--- src/rtl/iop_pkg.sv ---
package iop_pkg;
    typedef enum logic [1:0] {
        SEL_NONE  = 2'd0,
        SEL_PIN   = 2'd1,
        SEL_DIR   = 2'd2,
        SEL_LATCH = 2'd3
    } iop_sel_e;
endpackage

--- src/rtl/iop_decode.sv ---
module iop_decode
    import iop_pkg::*;
#(
    parameter int                ADDR_W     = 6,
    parameter logic [ADDR_W-1:0] ADDR_PIN   = 6'h10,
    parameter logic [ADDR_W-1:0] ADDR_DIR   = 6'h11,
    parameter logic [ADDR_W-1:0] ADDR_LATCH = 6'h12
) (
    input  logic [ADDR_W-1:0] addr,
    output iop_sel_e          sel
);
    always_comb begin
        sel = SEL_NONE;
        if (addr == ADDR_PIN)        sel = SEL_PIN;
        else if (addr == ADDR_DIR)   sel = SEL_DIR;
        else if (addr == ADDR_LATCH) sel = SEL_LATCH;
    end
endmodule

--- src/rtl/iop_sync.sv ---
module iop_sync #(
    parameter int WIDTH  = 8,
    parameter int STAGES = 2
) (
    input  logic             clk,
    input  logic             rst_n,
    input  logic [WIDTH-1:0] din,
    output logic [WIDTH-1:0] dout
);
    logic [STAGES-1:0][WIDTH-1:0] stage_q;

    generate
        for (genvar s = 0; s < STAGES; s++) begin : g_stage
            if (s == 0) begin : g_first
                always_ff @(posedge clk or negedge rst_n) begin
                    if (!rst_n) stage_q[0] <= '0;
                    else        stage_q[0] <= din;
                end
            end else begin : g_next
                always_ff @(posedge clk or negedge rst_n) begin
                    if (!rst_n) stage_q[s] <= '0;
                    else        stage_q[s] <= stage_q[s-1];
                end
            end
        end
    endgenerate

    assign dout = stage_q[STAGES-1];

    // one edge seen since reset release, so $past is meaningful
    logic primed_q;
    always_ff @(posedge clk or negedge rst_n) begin
        if (!rst_n) primed_q <= 1'b0;
        else        primed_q <= 1'b1;
    end

    // first stage captures the pin level of the previous edge
    a_r4_first_stage: assert property (@(posedge clk) disable iff (!rst_n)
        primed_q |-> stage_q[0] == $past(din))
        else $error("a_r4_first_stage");
endmodule

--- src/rtl/iop_pad_ctrl.sv ---
module iop_pad_ctrl #(
    parameter int WIDTH = 8
) (
    input  logic             clk,
    input  logic             rst_n,
    input  logic [WIDTH-1:0] dir,
    input  logic [WIDTH-1:0] latch,
    output logic [WIDTH-1:0] oe,
    output logic [WIDTH-1:0] out,
    output logic [WIDTH-1:0] pu
);
    generate
        for (genvar n = 0; n < WIDTH; n++) begin : g_pin
            always_comb begin
                oe[n]  = dir[n];
                out[n] = dir[n] & latch[n];
                pu[n]  = ~dir[n] & latch[n];
            end
        end
    endgenerate

    // pull-up and driver never together on a pin
    a_r8_pu_excl: assert property (@(posedge clk) disable iff (!rst_n)
        (pu & oe) == '0)
        else $error("a_r8_pu_excl");
endmodule

--- src/rtl/bidir_io_port.sv ---
module bidir_io_port
    import iop_pkg::*;
#(
    parameter int                WIDTH      = 8,
    parameter int                ADDR_W     = 6,
    parameter int                SYNC_DEPTH = 2,
    parameter logic [ADDR_W-1:0] ADDR_PIN   = 6'h10,
    parameter logic [ADDR_W-1:0] ADDR_DIR   = 6'h11,
    parameter logic [ADDR_W-1:0] ADDR_LATCH = 6'h12
) (
    input  logic              clk,
    input  logic              rst_n,
    input  logic [ADDR_W-1:0] bus_addr,
    input  logic              bus_wr,
    input  logic              bus_rd,
    input  logic [WIDTH-1:0]  bus_wdata,
    output logic [WIDTH-1:0]  bus_rdata,
    input  logic [WIDTH-1:0]  pad_in,
    output logic [WIDTH-1:0]  pad_oe,
    output logic [WIDTH-1:0]  pad_out,
    output logic [WIDTH-1:0]  pad_pu
);
    iop_sel_e         sel;
    logic [WIDTH-1:0] latch_q;
    logic [WIDTH-1:0] dir_q;
    logic [WIDTH-1:0] pin_sync;

    iop_decode #(
        .ADDR_W(ADDR_W), .ADDR_PIN(ADDR_PIN),
        .ADDR_DIR(ADDR_DIR), .ADDR_LATCH(ADDR_LATCH)
    ) u_decode (
        .addr (bus_addr),
        .sel  (sel)
    );

    iop_sync #(.WIDTH(WIDTH), .STAGES(SYNC_DEPTH)) u_sync (
        .clk   (clk),
        .rst_n (rst_n),
        .din   (pad_in),
        .dout  (pin_sync)
    );

    // register state: asynchronous clear tristates pins at once
    always_ff @(posedge clk or negedge rst_n) begin
        if (!rst_n) begin
            latch_q <= '0;
            dir_q   <= '0;
        end else if (bus_wr) begin
            unique case (sel)
                SEL_LATCH: latch_q <= bus_wdata;
                SEL_DIR:   dir_q   <= bus_wdata;
                SEL_PIN,
                SEL_NONE:  ;
                default:   ;
            endcase
        end
    end

    // read multiplexer, combinational
    always_comb begin
        bus_rdata = '0;
        if (bus_rd) begin
            unique case (sel)
                SEL_LATCH: bus_rdata = latch_q;
                SEL_DIR:   bus_rdata = dir_q;
                SEL_PIN:   bus_rdata = pin_sync;
                SEL_NONE:  bus_rdata = '0;
                default:   bus_rdata = '0;
            endcase
        end
    end

    iop_pad_ctrl #(.WIDTH(WIDTH)) u_pad (
        .clk   (clk),
        .rst_n (rst_n),
        .dir   (dir_q),
        .latch (latch_q),
        .oe    (pad_oe),
        .out   (pad_out),
        .pu    (pad_pu)
    );

    // reset tristates and disables pull-ups
    always @(negedge clk) begin
        if (rst_n == 1'b0) begin
            a_r1_reset_tristate: assert (pad_oe == '0 && pad_pu == '0 && pad_out == '0)
                else $error("a_r1_reset_tristate");
        end
    end

    // latch write lands at the next edge
    a_r2_latch_write: assert property (@(posedge clk) disable iff (!rst_n)
        (bus_wr && bus_addr == ADDR_LATCH) |=> latch_q == $past(bus_wdata))
        else $error("a_r2_latch_write");

    // direction write shows on the output enables
    a_r6_dir_to_oe: assert property (@(posedge clk) disable iff (!rst_n)
        (bus_wr && bus_addr == ADDR_DIR) |=> pad_oe == $past(bus_wdata))
        else $error("a_r6_dir_to_oe");

    // a write to the pin view alters no register
    a_r5_pin_write_inert: assert property (@(posedge clk) disable iff (!rst_n)
        (bus_wr && bus_addr == ADDR_PIN) |=> ($stable(latch_q) && $stable(dir_q)))
        else $error("a_r5_pin_write_inert");
endmodule

--- config.mk ---
export PLATFORM = sky130hd
export DESIGN_NAME = bidir_io_port
export DESIGN_NICKNAME = d
export VERILOG_FILES = /design/src/rtl/iop_pkg.sv /design/src/rtl/iop_decode.sv /design/src/rtl/iop_sync.sv /design/src/rtl/iop_pad_ctrl.sv /design/src/rtl/bidir_io_port.sv
export SDC_FILE = /design/constraint.sdc
export NUM_CORES = 1
export LEC_CHECK = 0
export ABC_AREA = 0
export BUFFER_PORTS_ARGS = -buffer_cell sky130_fd_sc_hd__buf_2
export CORE_AREA = 4 4 61 63
export CTS_CLUSTER_DIAMETER = 50
export DETAILED_ROUTE_END_ITERATION = 8
export DIE_AREA = 0 0 65 67
export PLACE_DENSITY = 0.82
export SYNTH_ARGS = -nofsm -noshare
export SYNTH_HDL_FRONTEND = slang
export SYNTH_SLANG_ARGS = --single-unit
--- constraint.sdc ---
create_clock -name clk -period 1.3 [get_ports clk]
set_input_delay 0.195 -clock clk [delete_from_list [all_inputs] [get_ports clk]]
set_output_delay 0.195 -clock clk [all_outputs]
set_load 0.01 [all_outputs]
Yosys cells after proc, flatten, opt, wreduce, memory -nomap -nowiden. Cells that the tools add are included.

Register bits after elaboration: 32. Input bits: 26.

Equality and inequality tests: 6. Mux-type cells: 5. Bitwise logic cells: 24. Reductions and logical operators: 3.

Operators by type and width (number): case mux 8 bit (4 select lines) (1); == test 6 x 5 -> 1 bit, second input constant (3); AND 1 bit (16); two-way mux 8 bit (1); NOT 1 bit (8); two-way mux 2 bit (3); == test 2 bit, second input constant (2); AND reduction 2 bit (2); == test 2 x 1 -> 1 bit, second input constant (1); logical NOT 2 bit (1).

Logic depth before layout (Yosys ltp). Gate-level depths: netlist (run 1).

Word-level depth: 7. Mapped depth: 6. Mapped depth without buffers: 3.

Modules after synthesis. A second synthesis (run 1) with hierarchy kept.

Cell total of the unflattened synthesis: 115. Area total of the unflattened synthesis: 1492.7 µm².

By module, submodules not included: bidir_io_port (times used 1, cells each 63, area an instance 845.8 µm², sequential area each 400.4 µm²); iop_sync (times used 1, cells each 24, area an instance 460.4 µm², sequential area each 400.4 µm²); iop_pad_ctrl (times used 1, cells each 24, area an instance 160.2 µm², sequential area each 0.0 µm²); iop_decode (times used 1, cells each 4, area an instance 26.3 µm², sequential area each 0.0 µm²).

Worst setup path before layout (run 1). No wires, ideal clock.

Kind: input to register. From: input bus_addr[3]. To: register latch_q[0]. Library setup time: 125 ps. Data arrival time: 1167 ps. Data required time: 1175 ps. Setup slack: 8 ps. Stages on the path: 4. Cells stage by stage: nor4b_4 and4b_2 buf_6 mux2_2.

Cells in the longest elaborated chain, start to end: 6.

Ends and longest elaborated chain: from (decl) (line bidir_io_port.sv:13) `input logic [ADDR_W-1:0] bus_addr,`; == test 6 x 5 -> 1 bit (line iop_decode.sv:16) `else if (addr == ADDR_LATCH) sel = SEL_LATCH;`; two-way mux 2 bit (line iop_decode.sv:16); two-way mux 2 bit (line iop_decode.sv:15) `else if (addr == ADDR_DIR) sel = SEL_DIR;`; two-way mux 2 bit (*) (line iop_decode.sv:14) `if (addr == ADDR_PIN) sel = SEL_PIN;`; == test 2 bit (*) (line bidir_io_port.sv:49) `unique case (sel)`; AND reduction 2 bit (no source line) (*); to (signal assigned) (line bidir_io_port.sv:50) `SEL_LATCH: latch_q <= bus_wdata;`; to (decl) (line bidir_io_port.sv:24) `logic [WIDTH-1:0] latch_q;`.

Every way passes the cells marked *; elsewhere a longest branch is shown, timed or not. A chain may end at the register's enable or synchronous reset.

Worst setup path in the final report (run 1).
From: register latch_q[6]. To: output bus_rdata[6].

Cells in the longest elaborated chain, start to end: 2.

Ends and longest elaborated chain: case mux 8 bit (4 select lines) (line bidir_io_port.sv:63) `unique case (sel)`; two-way mux 8 bit (line bidir_io_port.sv:62) `if (bus_rd) begin`; to (decl) (line bidir_io_port.sv:17) `output logic [WIDTH-1:0] bus_rdata,`.

No other way between the ends.

==> reports/qor.txt, run 1 <==
Setup CP Type: reg -> out
clock slew at reported path FFs: 100 ps
Avg WL per Cell: 15.8 um
commonest non-fill, non-tap cells in the layout: buf_2, dfrtp_1, buf_6
post-route minimum period: 1550 ps
Setup crit end kind: output port
NetSw: 0.000640 W
post-route setup slack: -251 ps
Core Region: 3230 sq um
Synth cell types: 15
final std cells w/o fill: 232
proportion of layout cells with a drive suffix above 1: 64.0%
largest net degree at the start of global routing: 33
placed cell area: 1750 sq um
Synth Area per Inst: 13.6 sq um
vias in the first global route: 1176
status: finished with violations
CTS root buf: clkbuf_4
io pins: 58
Sw Share: 26.1%
Setup Skew: 3.20 ps
Synth Cell Area: 1430 sq um
# rows: 21
Final Setup Violations: 20
drt pass-1 iters: 6
Metal-1 WL: 1410 um
Final Max Slew Viols: 0
Die H: 67 um
Ys Warns: 0
syn nets: 131
Initial Utilization: 44.2%
HPWL Detailed: 2240 um
initial antenna violation count: 0
drt drc: 0
PortBufs: 57
most common cell after layout, fill and taps aside: buf_2
Final Cell Area: 2130 sq um
die width: 65 um
total track usage: 17.9%
GPL Wtd Cong: 0.697
failing checks: negative setup slack
critical path launch point type: flip-flop
total vias in the final route: 1111
PD cells: 1150 nW/um^2
RSZ-0062 raised after global routing: yes
P_int: 0.00181 W
Syn Inst Count: 105
DR WL met2: 1950 um
required time of the worst setup path: 1110 ps
CP arrival: 1360 ps
Seq cells post-synth: 32
first-pass GRT wire length: 5670 um
via density per instance: 4.79
CTS tree: yes
post-synthesis sequential area ratio: 56.0%
placed insts: 207
Final period util: 119%
GRT Residual Overflow: 0
area grow syn2layout: 49.0%
DRT iter0 DRCs: 46
worst-path fanout max: 2
part of the power in registers: 47.5%
Final Hold Viols: 0
final wirelength: 3680 um
peak supply drop: 718 uV
TritonCTS Sinks: 32
Die ar.: 4360 sq um
clk_lat worst skew: 340 ps
worst slack, placed: -231 ps
Gate power share: 21.9%
nets@finish: 211
met3 wire length: 199 um
Clock Tree Buf Depth: 2
Max Cap Viol: 0
leak pwr: 1.07 nW
diode count: 0
Num CTS Buffers: 5
max layer used: met4
hold crit path type: in -> reg
Routed Antenna Nets: 0
slew at the pin with the worst max-slew slack: 313 ps
Rel. slew slack: 79.0%
H-tree depth: 2
Fmax: 0.645 GHz
clock share of power: 30.6%
cells in the mapped netlist:
library cell	n	area share [%]
dfrtp_1	32	56
nand2_1	9	2.4
a21oi_1	8	2.8
and2_1	8	3.5
mux2_2	8	6.3
mux2_4	8	8.4
mux2i_1	8	5.6
nor2b_1	8	3.5
or2_2	8	3.5
buf_6	3	2.4
and3_4	1	0.79
and4b_2	1	0.79
buf_12	1	1.4
nor2b_4	1	0.96
nor4b_4	1	1.7
final timing paths:
path                                   startpoint        endpoint  slack, ps  depth (start not counted)
worst max-delay path                   latch_q[6]    bus_rdata[6]       -250                          4
worst min-delay path                 bus_wdata[0]        dir_q[0]        100                          2
worst max register to register         latch_q[7]      latch_q[7]        290                          3
worst min register to register  u_sync.stage_q[2]  u_sync.dout[2]        360                          0
max in group asynchronous                   rst_n        dir_q[7]        800                          3
min in group asynchronous                   rst_n        dir_q[1]        340                          3
power groups by stage:
| stage | clock network (W) | registers (W) | logic [W] |
|---|---|---|---|
| after global routing | 0.000804 | 0.00118 | 0.000584 |
| after floorplan | 0 | 0.00118 | 0.000196 |
| final | 0.000749 | 0.00116 | 0.000536 |
| after CTS | 0.000752 | 0.00115 | 0.000471 |
| after global placement | 0 | 0.00117 | 0.000367 |
| after detailed placement | 0 | 0.00118 | 0.000376 |
metal layers:
metal	vias up	track usage [%]
met5	-	0
met4	0	12.7
met3	12	4.89
met2	42	27.5
met1	546	21.8
li1	511	-
sequential cells by signal, indices dropped and copies added (netlist names):
register        flops
u_sync.stage_q      8
latch_q             8
u_sync.dout         8
dir_q               8
kinds of logic after synthesis:
kind of cell	count (synthesis)	synth area share (%)
buffers and inverters	4	3.77
AO/OA/AOI/OAI	8	2.80
AND/OR/NAND/NOR	37	17.1
flip-flops	32	56.0
multiplexers	24	20.3
critical path, stage by stage (launching register included):
cell and delay [ps]:
dfrtp_1 380, mux2i_1 90, or2_4 250, a21oi_2 150, buf_2 150
area by class of cell:
cell class                 instances  area (sq um)
clock buffer                       6          41.3
clock inverter                     2          35.0
fill                             236          1100
multi-input combinational         69           659
sequential                        32           801
tap                               46          57.6
timing repair buffer              77           536
through the flow:
stage	power [W]	setup TNS [ps]	hold slack (ps)	utilization [%]
global placement	0.00154	-2910	158	54.2
CTS	0.00237	-1910	100	62.3
floorplan	0.00137	0	-101	-
detailed placement	0.00156	-4020	165	54.2
finish	0.00245	-2000	98.6	65.9
global route	0.00256	-3150	80.4	65.9
what timing repair did:
item	in CTS	in global routing
pin swaps	6	9
resized for setup	13	24
hold endpoints to repair	40	0
hold buffers	9	0
buffers inserted	7	4
endpoints found under the setup margin	8	22
Note: power is estimated with default switching activity, not from simulation.
==> run 2, diff against run 1 <==
--- a/config.mk
+++ b/config.mk
@@ -7,11 +7,14 @@
 export LEC_CHECK = 0
 export ABC_AREA = 0
 export BUFFER_PORTS_ARGS = -buffer_cell sky130_fd_sc_hd__buf_2
-export CORE_AREA = 4 4 61 63
+export CELL_PAD_IN_SITES_DETAIL_PLACEMENT = 0
+export CELL_PAD_IN_SITES_GLOBAL_PLACEMENT = 2
+export CORE_AREA = 4 4 70 72
+export CTS_BUF_LIST = sky130_fd_sc_hd__clkbuf_8
 export CTS_CLUSTER_DIAMETER = 50
 export DETAILED_ROUTE_END_ITERATION = 8
-export DIE_AREA = 0 0 65 67
-export PLACE_DENSITY = 0.82
+export DIE_AREA = 0 0 74 76
+export PLACE_DENSITY = 0.93
 export SYNTH_ARGS = -nofsm -noshare
 export SYNTH_HDL_FRONTEND = slang
 export SYNTH_SLANG_ARGS = --single-unit
==> reports/qor.txt, run 2 (synthesis results as in run 1) <==
status: finished with violations
failing checks: negative setup slack
part of the power in registers: 44.8%
CP arrival: 1230 ps
peak supply drop: 439 uV
CTS root buf: clkbuf_8
nets@finish: 212
H-tree depth: 2
Die ar.: 5620 sq um
HPWL Detailed: 2420 um
RSZ-0062 raised after global routing: yes
io pins: 58
setup TNS: -778 ps
worst hold start: pad_in[4]
Setup crit end kind: output port
Initial Utilization: 33.3%
post-route minimum period: 1420 ps
Final period util: 109%
critical path launch point type: flip-flop
post-route setup slack: -121 ps
Hold Slack: 14.2 ps
fin util: 48.6%
Fmax: 0.704 GHz
total track usage: 12.7%
leak pwr: 1.08 nW
die width: 74 um
commonest non-fill, non-tap cells in the layout: buf_2, dfrtp_1, buf_4
vias in the first global route: 1084
hold crit path type: in -> reg
Gate power share: 19.3%
largest net degree at the start of global routing: 18
first-pass GRT wire length: 5400 um
Sw Share: 24.7%
TritonCTS Sinks: 32
Avg WL per Cell: 14.5 um
critical-path cell list: mux2i_1, or2_4, a21oi_2, buf_2
clock share of power: 35.9%
# rows: 24
placed cell area: 1800 sq um
FILL cells: 391
worst-path fanout max: 2
proportion of layout cells with a drive suffix above 1: 64.7%
GPL Wtd Cong: 0.766
NetSw: 0.000639 W
total vias in the final route: 1079
Final Max Slew Viols: 0
slew at the pin with the worst max-slew slack: 403 ps
DRT iter0 DRCs: 56
worst slack, placed: -239 ps
drt drc: 0
Final Cell Area: 2090 sq um
Setup Skew: 0.379 ps
Die H: 76 um
PD cells: 1240 nW/um^2
diode count: 0
Critical Path Max Stage Delay: 370 ps
Num CTS Buffers: 5
Final Setup Violations: 10
final wirelength: 3460 um
GRT Residual Overflow: 0
Final Hold Viols: 0
Crit. Startpoint: latch_q[1]
Rel. slew slack: 73.1%
Slowest-stage cell, CP: dfrtp_1
clock slew at reported path FFs: 70 ps
Routed Antenna Nets: 0
PortBufs: 57
clk_lat worst skew: 280 ps
P_int: 0.00194 W
Setup CP Type: reg -> out
drt pass-1 iters: 4
reg2reg start: latch_q[7]
Core Region: 4290 sq um
most common cell after layout, fill and taps aside: buf_2
CTS tree: yes
Max Cap Viol: 0
Clock Tree Buf Depth: 2
required time of the worst setup path: 1110 ps
initial antenna violation count: 0
via density per instance: 4.51
area grow syn2layout: 46.1%
-- run 2: cell count changes in the layout (fill, tap and decap cells not counted), sizes merged --
cell	change
clkbuf	-1
buf	+7
inv	+1
dlygate4sd3	-6
-- run 2: what timing repair did --
action / 4_1_cts / 5_1_grt
hold buffers: 1 / 2
endpoints found under the setup margin: 8 / 17
buffers inserted: 8 / 3
pin swaps: 8 / 10
hold endpoints to repair: 16 / 2
resized for setup: 18 / 8
-- run 2: area by class of cell --
| class | count | area [sq um] | area share [%] |
|---|---|---|---|
| Multi-Input combinational cell | 69 | 632 | 30.3 |
| Clock buffer | 5 | 68.8 | 3.30 |
| Timing Repair Buffer | 78 | 482 | 23.1 |
| Clock inverter | 3 | 38.8 | 1.86 |
| Sequential cell | 32 | 801 | 38.4 |
| Tap cell | 52 | 65.1 | 3.12 |
-- run 2: critical path: cells and delay by family, from the launching register on --
kind            cells  cell delay [ps]
mux                 1               80
compound gates      1              120
buf+inv             1              150
flops               1              370
simple gates        1              230
-- run 2: metal layers --
metal	track usage, %	vias to the layer above	share of wire (%)
met3	5.28	8	11
met1	15.7	511	40
met2	19.1	47	46
li1	-	513	-
met5	0	-	0
met4	5.62	0	2.1
-- run 2: worst paths after layout --
| kind | to | slack [ps] | depth (start not counted) |
|---|---|---|---|
| worst min register to register | u_sync.dout[1] | 350 | 0 |
| worst max register to register | latch_q[7] | 320 | 3 |
| max in group asynchronous | latch_q[7] | 370 | 3 |
| worst min-delay path | u_sync.stage_q[4] | 10 | 1 |
| worst max-delay path | bus_rdata[1] | -120 | 4 |
| min in group asynchronous | dir_q[0] | 370 | 2 |
-- run 2: through the flow --
step                std cells  total power, W
floorplan                 105         0.00137
global placement          220         0.00156
detailed placement        220         0.00158
CTS                       237         0.00258
global route              239         0.00270
finish                    239         0.00258
-- run 2: power groups by stage --
stage               Combinational (W)  Clock [W]  Sequential [W]
floorplan                    0.000196          0         0.00118
global placement             0.000388          0         0.00117
detailed placement           0.000393          0         0.00118
CTS                          0.000484   0.000945         0.00115
global route                 0.000543   0.000990         0.00117
finish                       0.000500   0.000926         0.00116
